File: config.mk
export PLATFORM = sky130hd
export DESIGN_NAME = cds_frame_diff
export DESIGN_NICKNAME = d
export VERILOG_FILES = /design/src/rtl/fdp_pkg.sv /design/src/rtl/fdp_phase.sv /design/src/rtl/fdp_store.sv /design/src/rtl/fdp_reduce.sv /design/src/rtl/cds_frame_diff.sv
export SDC_FILE = /design/constraint.sdc
export NUM_CORES = 1
export LEC_CHECK = 0
export BUFFER_PORTS_ARGS = -buffer_cell sky130_fd_sc_hd__buf_2
export CORE_UTILIZATION = 62
export CTS_CLUSTER_SIZE = 28
export DETAILED_ROUTE_END_ITERATION = 8
export GPL_TIMING_DRIVEN = 1
export PLACE_DENSITY = 0.78
export SKIP_LAST_GASP = 1
export SLEW_MARGIN = 5
export SYNTH_ARGS = -nofsm -noshare
export SYNTH_HDL_FRONTEND = slang
export SYNTH_SLANG_ARGS = --single-unit
File: constraint.sdc
create_clock -name clk -period 3.8 [get_ports clk]
set_input_delay 0.19 -clock clk [delete_from_list [all_inputs] [get_ports clk]]
set_output_delay 0.19 -clock clk [all_outputs]
set_load 0.01 [all_outputs]
File: src/rtl/fdp_pkg.sv
package fdp_pkg;

    // Frame tracking phase after reset
    typedef enum logic [1:0] {
        PH_WAIT = 2'd0,   // waiting for the first frame marker
        PH_LOAD = 2'd1,   // loading the reference frame
        PH_RUN  = 2'd2    // emitting differences
    } phase_e;

endpackage

File: src/rtl/fdp_phase.sv
module fdp_phase
    import fdp_pkg::*;
(
    input  logic clk,
    input  logic rst_n,
    input  logic in_valid,
    input  logic in_sof,
    output logic wr_en,
    output logic emit
);

    phase_e state_d, state_q;

    always_comb begin
        state_d = state_q;
        wr_en   = 1'b0;
        emit    = 1'b0;
        if (in_valid) begin
            case (state_q)
                PH_WAIT: begin
                    if (in_sof) begin
                        state_d = PH_LOAD;
                        wr_en   = 1'b1;
                    end
                end
                PH_LOAD: begin
                    wr_en = 1'b1;
                    if (in_sof) begin
                        state_d = PH_RUN;
                        emit    = 1'b1;
                    end
                end
                default: begin
                    wr_en = 1'b1;
                    emit  = 1'b1;
                end
            endcase
        end
    end

    always_ff @(posedge clk or negedge rst_n) begin
        if (!rst_n) state_q <= PH_WAIT;
        else        state_q <= state_d;
    end


    no_skip_load_chk: assert property (@(posedge clk) disable iff (!rst_n)
        (state_q == PH_RUN) |-> ($past(state_q) != PH_WAIT));


    wait_no_emit_chk: assert property (@(posedge clk) disable iff (!rst_n)
        (state_q == PH_WAIT) |-> !emit);

endmodule

File: src/rtl/fdp_store.sv
module fdp_store #(
    parameter int DEPTH  = 64,
    parameter int ADDR_W = 6,
    parameter int DATA_W = 12
) (
    input  logic              clk,
    input  logic              rst_n,
    input  logic              wr_en,
    input  logic [ADDR_W-1:0] addr,
    input  logic [DATA_W-1:0] wdata,
    output logic [DATA_W-1:0] rdata
);

    logic [DATA_W-1:0] mem [DEPTH];
    logic [DATA_W-1:0] rd_d, rd_q;

    always_comb begin
        rd_d = mem[addr];
    end

    always_ff @(posedge clk or negedge rst_n) begin
        if (!rst_n) rd_q <= '0;
        else        rd_q <= rd_d;
    end

    always_ff @(posedge clk) begin
        if (wr_en) mem[addr] <= wdata;
    end

    assign rdata = rd_q;


    rd_after_wr_chk: assert property (@(posedge clk) disable iff (!rst_n)
        (wr_en && $past(wr_en) && addr == $past(addr)) |=> (rdata == $past(wdata, 2)));

endmodule

File: src/rtl/fdp_reduce.sv
module fdp_reduce #(
    parameter int SAMPLE_W = 12,
    parameter int SHIFT    = 1,
    parameter int OUT_W    = 8
) (
    input  logic                    clk,
    input  logic                    rst_n,
    input  logic                    emit,
    input  logic                    sof,
    input  logic [SAMPLE_W-1:0]     cur,
    input  logic [SAMPLE_W-1:0]     prev,
    output logic                    out_valid,
    output logic                    out_sof,
    output logic signed [OUT_W-1:0] out_diff
);

    localparam int DIFF_W = SAMPLE_W + 1;
    localparam int HI_I   = (1 << (OUT_W - 1)) - 1;
    localparam int LO_I   = -HI_I - 1;
    localparam logic signed [DIFF_W-1:0] HI_LIM = HI_I[DIFF_W-1:0];
    localparam logic signed [DIFF_W-1:0] LO_LIM = LO_I[DIFF_W-1:0];

    typedef struct packed {
        logic                    valid;
        logic                    sof;
        logic signed [OUT_W-1:0] diff;
    } res_t;

    res_t res_d, res_q;
    logic signed [DIFF_W-1:0] raw;
    logic signed [DIFF_W-1:0] shifted;
    logic signed [OUT_W-1:0]  clipped;

    always_comb begin
        raw     = $signed({1'b0, cur}) - $signed({1'b0, prev});
        shifted = raw >>> SHIFT;
    end

    generate
        if (OUT_W >= DIFF_W - SHIFT) begin : g_fit
            always_comb clipped = OUT_W'(shifted);
        end else begin : g_clip
            always_comb begin
                if (shifted > HI_LIM)      clipped = OUT_W'(HI_LIM);
                else if (shifted < LO_LIM) clipped = OUT_W'(LO_LIM);
                else                       clipped = OUT_W'(shifted);
            end
        end
    endgenerate

    always_comb begin
        res_d = '0;
        if (emit) begin
            res_d.valid = 1'b1;
            res_d.sof   = sof;
            res_d.diff  = clipped;
        end
    end

    always_ff @(posedge clk or negedge rst_n) begin
        if (!rst_n) res_q <= '0;
        else        res_q <= res_d;
    end

    assign out_valid = res_q.valid;
    assign out_sof   = res_q.sof;
    assign out_diff  = res_q.diff;

endmodule

File: src/rtl/cds_frame_diff.sv
module cds_frame_diff #(
    parameter int ROWS     = 8,
    parameter int COLS     = 8,
    parameter int SAMPLE_W = 12,
    parameter int SHIFT    = 1,
    parameter int OUT_W    = 8,
    localparam int NPIX    = ROWS * COLS,
    localparam int ADDR_W  = (NPIX > 1) ? $clog2(NPIX) : 1
) (
    input  logic                    clk,
    input  logic                    rst_n,
    input  logic                    in_valid,
    input  logic                    in_sof,
    input  logic [ADDR_W-1:0]       in_pix,
    input  logic [SAMPLE_W-1:0]     in_sample,
    output logic                    out_valid,
    output logic                    out_sof,
    output logic signed [OUT_W-1:0] out_diff
);

    typedef struct packed {
        logic                wr;
        logic                emit;
        logic                sof;
        logic [ADDR_W-1:0]   pix;
        logic [SAMPLE_W-1:0] sample;
    } stg1_t;

    typedef struct packed {
        logic                emit;
        logic                sof;
        logic [SAMPLE_W-1:0] sample;
    } stg2_t;

    stg1_t s1_d, s1_q;
    stg2_t s2_d, s2_q;
    logic  ph_wr, ph_emit;
    logic [SAMPLE_W-1:0] old_val;

    fdp_phase u_phase (
        .clk      (clk),
        .rst_n    (rst_n),
        .in_valid (in_valid),
        .in_sof   (in_sof),
        .wr_en    (ph_wr),
        .emit     (ph_emit)
    );

    always_comb begin
        s1_d        = '0;
        s1_d.wr     = ph_wr;
        s1_d.emit   = ph_emit;
        s1_d.sof    = in_sof & ph_emit;
        s1_d.pix    = in_pix;
        s1_d.sample = in_sample;
        s2_d        = '0;
        s2_d.emit   = s1_q.emit;
        s2_d.sof    = s1_q.sof;
        s2_d.sample = s1_q.sample;
    end

    always_ff @(posedge clk or negedge rst_n) begin
        if (!rst_n) begin
            s1_q <= '0;
            s2_q <= '0;
        end else begin
            s1_q <= s1_d;
            s2_q <= s2_d;
        end
    end

    fdp_store #(
        .DEPTH  (NPIX),
        .ADDR_W (ADDR_W),
        .DATA_W (SAMPLE_W)
    ) u_store (
        .clk   (clk),
        .rst_n (rst_n),
        .wr_en (s1_q.wr),
        .addr  (s1_q.pix),
        .wdata (s1_q.sample),
        .rdata (old_val)
    );

    fdp_reduce #(
        .SAMPLE_W (SAMPLE_W),
        .SHIFT    (SHIFT),
        .OUT_W    (OUT_W)
    ) u_reduce (
        .clk       (clk),
        .rst_n     (rst_n),
        .emit      (s2_q.emit),
        .sof       (s2_q.sof),
        .cur       (s2_q.sample),
        .prev      (old_val),
        .out_valid (out_valid),
        .out_sof   (out_sof),
        .out_diff  (out_diff)
    );


    latency_chk: assert property (@(posedge clk) disable iff (!rst_n)
        out_valid |-> $past(in_valid, 3));


    sof_align_chk: assert property (@(posedge clk) disable iff (!rst_n)
        out_valid |-> (out_sof == $past(in_sof, 3)));


    sof_needs_valid_chk: assert property (@(posedge clk) disable iff (!rst_n)
        out_sof |-> out_valid);


    idle_zero_chk: assert property (@(posedge clk) disable iff (!rst_n)
        !out_valid |-> (out_diff == '0));

endmodule

==> results of run 1 <==
==> registers in the layout, indices dropped and copies added, names as in the netlist <==
signal and flops:
u_store.mem 768, u_phase.state_q 2, s2_q 14, s1_q 21, u_store.rdata 12, u_reduce.out_sof 1, u_reduce.out_valid 1, u_reduce.out_diff 8
==> metal layers <==
metal	vias up	global-route usage, %	part of all wire, %
met2	1873	52.8	46
met1	9181	45.6	33
met4	8	17.8	5.8
met5	-	0	0.063
li1	7431	-	-
met3	357	9.99	15
==> critical path: stages, from the launching register on <==
cell	delay (ns)
dfrtp_4	0.75
buf_12	0.31
mux2i_1	0.23
nor2_1	0.08
a21oi_1	0.22
nor2_1	0.10
a221oi_1	0.62
o221ai_1	0.27
or4_1	0.58
==> through the flow <==
step	setup slack [ns]	instances	util, %	hold slack, ns
2_1_floorplan	1.05	1726	-	-0.106
3_3_place_gp	0.692	2459	66.7	0.297
3_5_place_dp	0.675	2459	66.7	0.299
4_1_cts	0.629	2625	72.1	0.170
5_1_grt	0.272	2626	72.1	0.177
6_report	0.456	2626	72.1	0.179
==> worst min path at each step <==
stage	from	end	slack, ns	cells after the start
6_report	in_sample[6]	s1_q[6]$_DFF_PN0_	0.18	2
3_5_place_dp	in_sample[7]	s1_q[7]$_DFF_PN0_	0.30	1
5_1_grt	in_sample[6]	s1_q[6]$_DFF_PN0_	0.18	2
2_1_floorplan	rst_n	s1_q[0]$_DFF_PN0_	-0.11	0
4_1_cts	in_pix[5]	s1_q[17]$_DFF_PN0_	0.17	2
3_3_place_gp	in_sample[3]	s1_q[3]$_DFF_PN0_	0.30	1
==> what timing repair did <==
item	4_1_cts	5_1_grt
hold endpoints to repair	59	0
hold buffers	22	0
endpoints found under the setup margin	0	0
==> kinds of logic after synthesis <==
logic type / after synthesis / synth area share (%)
multiplexers: 106 / 4.98
AND/OR/NAND/NOR: 216 / 3.13
flip-flops: 827 / 79.1
buffers and inverters: 121 / 1.63
adder cells (fa/ha/maj): 12 / 0.508
AO/OA/AOI/OAI: 436 / 10.4
XOR/XNOR: 8 / 0.226
==> power by group <==
| part | total (mW) | internal [mW] | switching (mW) |
|---|---|---|---|
| combinational | 1.12 | 0.388 | 0.729 |
| sequential | 10.2 | 10.1 | 0.154 |
| clock | 7.48 | 4.18 | 3.30 |
| total | 18.8 | 14.6 | 4.18 |
==> cells in the final DEF (no fill, tap or decap), types with 5 or more instances in the layout <==
cell type      instances
clkbuf_16             81
clkinv_1              12
dfrtp_1               44
buf_2                 31
a21oi_1               64
a21o_1                 6
nor2_1               115
edfxtp_1             768
a22oi_1              150
mux2_2                45
dfrtp_2               12
clkinv_2               9
nor2b_1               13
inv_1                 15
a211oi_1               5
nor3_1                 8
a31oi_1               25
mux4_2                34
clkbuf_1              32
nand4_1               10
buf_12                10
o22ai_1               18
ha_1                  11
and2_1                 5
a22o_1                29
dlygate4sd3_1         22
nand2_1               32
a221oi_1              86
a41oi_1               11
mux2i_1               26
buf_4                134
nand3_1               10
nor4_1                 5
o21ai_0                9
==> cell type report <==
cell class | count | share of cell area, %
Clock buffer | 115 | 6.13
Clock inverter | 29 | 0.642
Inverter | 16 | 0.169
Multi-Input combinational cell | 778 | 16.9
Sequential cell | 827 | 69.3
Tap cell | 664 | 2.34
Timing Repair Buffer | 197 | 4.46
==> out/results.txt, run 1 <==
Setup crit end kind: flip-flop
reg-to-reg endpoint: u_store.rdata[1]$_DFF_PN0_
clk slew on worst S/H paths: 0.06 ns
Critical Path End: u_store.rdata[1]$_DFF_PN0_
Hold/Removal Path Class: in2reg
Max VDD drop: 0.000429 V
Die X: 226 microns
Clock Skew: 0.0285 ns
Antenna Nets Post-Route: 0
number of synthesized flops with an enable pin: 768
Multi-input gate area: 0.00601 sq mm
kind of critical path: reg2reg
power per cell area: 531 mW/mm^2
register area share after synthesis: 79.1%
GP Congestion: 1.01
drt pass-1 iters: 8
initial antenna violation count: 4
post-synthesis cell count: 1726
# clock sinks: 827
origin of the worst setup path: s1_q[14]$_DFF_PN0_
WL/cell: 32.8 microns
most common cell in the netlist: edfxtp_1
clock buffer depth: 3
Synth top area share: 74.3%
status: finished clean
Area contributors post-synth: edfxtp_1 (74%), dfrtp_1 (4.8%), a22oi_1 (3.6%)
via count: 18850
clock buffer count from CTS: 78
Final Max Slew Viols: 0
post_cts resized: 0
Nets: 1932
register area: 0.0246 sq mm
DR iter-0 viols: 3531
crit path time final: 3.34 ns
first-pass GRT wire length: 123000 microns
Ports: 32
area delta synth->final: 14.3%
Final HPWL DP: 51500 microns
GRT Util Overall: 34.6%
final setup fails: 0
Startpoint Class: flip-flop
setup TNS: 0 ns
fraction of layout instances using a drive strength above 1: 19.5%
Synth Register Bits: 827
Filler cells: 2778
Setup Buffers After CTS: 0
Antenna diodes: 0
Mapped Area: 0.0310 sq mm
core area: 0.0492 sq mm
grt ovf: 0
Crit Path Max Fanout: 37
maxcap violations: 0
Root Driver: clkbuf_16
CTS tree: done
number of global-route vias before repair: 18424
worst path required time: 4.31 ns
Worst-Margin Slew: 1.31 ns
FMAX: 299 MHz
RSZ-0062 raised after global routing: no
die height: 226 microns
full die area: 0.0509 sq mm
IO buf count: 31
Post-Route WL: 86100 microns
Syn Nets: 1760
Hold Violations, Final: 0
Worst slew margin: 13.0%
reg-to-reg setup timing slack: 0.46 ns
Initial Utilization: 63.1%
asr flop ratio synth: 7.13%
fin area: 0.0354 sq mm
Avg Synthesized Cell Area: 18.0 sq um
Post-synth top flop: edfxtp_1
worst skew pair latency: 0.65 ns
commonest cells in the netlist: edfxtp_1 (768), a22oi_1 (150), nor2_1 (116)
largest net degree at the start of global routing: 66
leading area contributor after synthesis: edfxtp_1
via density per instance: 7.18
Yosys cell types: 59
H-tree depth: 3
r2r worst-path depth: 8
Final period util: 88.0%
synth warn: 0
area post-placement: 0.0328 sq mm
Pwr Total: 18.8 mW
Critical R2R Launch: s1_q[14]$_DFF_PN0_
Leak: 11.6 nW
Rows: 81
# DRC: 0
Crit path arrival time: 3.86 ns
No activity file was read; power rests on OpenSTA's default activity.
==> run 2, diff against run 1 <==
==> constraint.sdc (replaced) <==
create_clock -name clk -period 3.7 [get_ports clk]
set_input_delay 0.185 -clock clk [delete_from_list [all_inputs] [get_ports clk]]
set_output_delay 0.185 -clock clk [all_outputs]
set_load 0.01 [all_outputs]
==> out/results.txt, run 2 (synthesis gave the netlist of run 1 again) <==
via count: 18880 (+0.16%)
kind of critical path: reg2reg
fraction of layout instances using a drive strength above 1: 19.5% (about the same)
IO buf count: 31 (unchanged)
Pint: 15.0 mW (+2.9%)
RSZ-0062 raised after global routing: no
hold buffers post-CTS: 22 (unchanged)
Root Driver: clkbuf_16
Final HPWL DP: 53000 microns (+3.1%)
Ports: 32 (unchanged)
Hold/Removal Path Class: in2async
most common cell after layout, fill and taps aside: edfxtp_1
sequential power share: 54.2% (about the same)
Clock Power Share: 39.9% (about the same)
reg-to-reg endpoint: u_store.rdata[5]$_DFF_PN0_
area delta synth->final: 14.1%
Pwr Total: 19.4 mW (+3.1%)
status: finished clean
# clock sinks: 827 (unchanged)
Initial Utilization: 63.1% (unchanged)
Worst-Margin Slew: 1.41 ns (+0.108 ns)
Max VDD drop: 0.000536 V (+25%)
WL/cell: 33.6 microns (+2.5%)
Filler cells: 2747 (-1.1%)
Critical R2R Launch: s1_q[12]$_DFF_PN0_
GRT Util Overall: 35.5% (+0.92 points)
# DRC: 0 (unchanged)
largest net degree at the start of global routing: 66 (unchanged)
Leak: 11.6 nW (-0.25%)
Setup Buffers After CTS: 0 (unchanged)
Rows: 81 (unchanged)
Nets: 1925 (-0.36%)
clk slew on worst S/H paths: 0.07 ns (about the same)
hold_ws: 0.173 ns (-0.00556 ns)
worst path required time: 4.21 ns (-0.10 ns)
first-pass GRT wire length: 126000 microns (+2.1%)
max reg flops: 768 (unchanged)
Clock Skew: 0.0319 ns (+0.00341 ns)
initial antenna violation count: 3 (-1)
number of global-route vias before repair: 18336 (-0.48%)
r2r worst-path depth: 7 (-1)
setup TNS: 0 ns (unchanged)
DR iter-0 viols: 3506 (-0.71%)
clock buffer count from CTS: 79 (+1.3%)
via density per instance: 7.20 (+0.35%)
crit path time final: 3.51 ns (+0.168 ns)
Post-Route WL: 88100 microns (+2.4%)
reg-to-reg setup timing slack: 0.19 ns (-0.27 ns)
Hold Violations, Final: 0 (unchanged)
Multi-input gate area: 0.00601 sq mm (unchanged)
core area: 0.0492 sq mm (unchanged)
Worst slew margin: 5.74% (-7.2 points)
Setup crit end kind: flip-flop
Net Switching: 4.34 mW (+3.9%)
H-tree depth: 3 (unchanged)
Die X: 226 microns (unchanged)
CTS tree: done
Crit Path Max Fanout: 27 (-27%)
power per cell area: 548 mW/mm^2 (+3.3%)
Final Max Slew Viols: 0 (unchanged)
full die area: 0.0509 sq mm (unchanged)
Crit path arrival time: 4.02 ns (+0.16 ns)
most frequent cells in the layout: edfxtp_1 (768), a22oi_1 (150), buf_4 (129)
Reg with most FFs: u_store.mem
final setup fails: 0 (unchanged)
Startpoint Class: flip-flop
worst skew pair latency: 0.64 ns (about the same)
GP Congestion: 1.02 (+1.1%)
register area: 0.0246 sq mm (unchanged)
post_cts resized: 0 (unchanged)
Largest regs: u_store.mem x768, s1_q x21, s2_q x14
Switching Share: 22.4% (+0.18 points)
clock buffer depth: 3 (unchanged)
Antenna Nets Post-Route: 0 (unchanged)
drt pass-1 iters: 6 (-2)
Logic pwr share: 5.8% (about the same)
maxcap violations: 0 (unchanged)
FMAX: 285 MHz (-4.8%)
origin of the worst setup path: s1_q[12]$_DFF_PN0_
die height: 226 microns (unchanged)
Final period util: 94.9% (+6.9 points)
grt ovf: 0 (unchanged)
## run 2: cell count changes in the layout (fill, tap and decap cells not counted), moves of 2 or more
| cell | change |
|---|---|
| clkinvlp_4 | +2 |
| clkinv_1 | -2 |
| clkinv_2 | +6 |
| buf_12 | -3 |
| buf_4 | -5 |
| clkbuf_1 | -3 |
## run 2: how the worst max path moves through the flow
stage	end	slack, ns	depth (start not counted)
floorplan	u_store.mem[10][0]$_DFFE_PP_	0.95	7
global placement	u_store.rdata[1]$_DFF_PN0_	0.66	5
detailed placement	u_store.rdata[1]$_DFF_PN0_	0.60	5
CTS	u_reduce.out_diff[2]$_DFF_PN0_	0.60	10
global route	u_store.rdata[5]$_DFF_PN0_	0.13	7
finish	u_store.rdata[5]$_DFF_PN0_	0.19	7
## run 2: power groups by stage
stage / combinational [mW] / sequential [mW] / clock (mW)
CTS: 1.09 / 10.5 / 7.74
global route: 1.18 / 10.5 / 8.11
finish: 1.13 / 10.5 / 7.74
global placement: 1.03 / 10.7 / 0
floorplan: 0.614 / 10.6 / 0
detailed placement: 1.06 / 10.7 / 0
## run 2: per-stage QoR
stage	worst slack, ns	instances	util (%)	instance area (sq um)
CTS	0.597	2620	72.0	35400
global route	0.133	2620	72.0	35400
finish	0.188	2621	72.0	35400
detailed placement	0.603	2452	66.6	32700
floorplan	0.955	1726	-	31000
global placement	0.656	2452	66.6	32700
## run 2: per-layer routing
| layer | GRT usage (%) | vias to the layer above | share of wire, % | routed length (microns) |
|---|---|---|---|---|
| met3 | 12.6 | 353 | 16 | 13700 |
| met5 | 0 | - | 0.045 | 40 |
| met1 | 46.4 | 9325 | 33 | 29400 |
| met4 | 19.8 | 6 | 6.5 | 5720 |
| li1 | - | 7422 | - | - |
| met2 | 52.1 | 1774 | 45 | 39300 |
## run 2: layout make-up
class / count / share of cell area [%]
antenna: 1 / 0.00707
clock buffer: 112 / 6.15
clock inverter: 34 / 0.746
inverter: 16 / 0.170
multi-input combinational: 778 / 17.0
sequential: 827 / 69.4
tap: 664 / 2.35
timing repair buffer: 189 / 4.19
## run 2: worst max-delay path: stages (launching register included)
cell and delay, ns:
dfrtp_4 0.61, buf_4 0.30, and2_1 0.38, a221oi_1 0.38
a21oi_1 0.09, a221oi_1 0.92, o221ai_1 0.24, or4_1 0.43
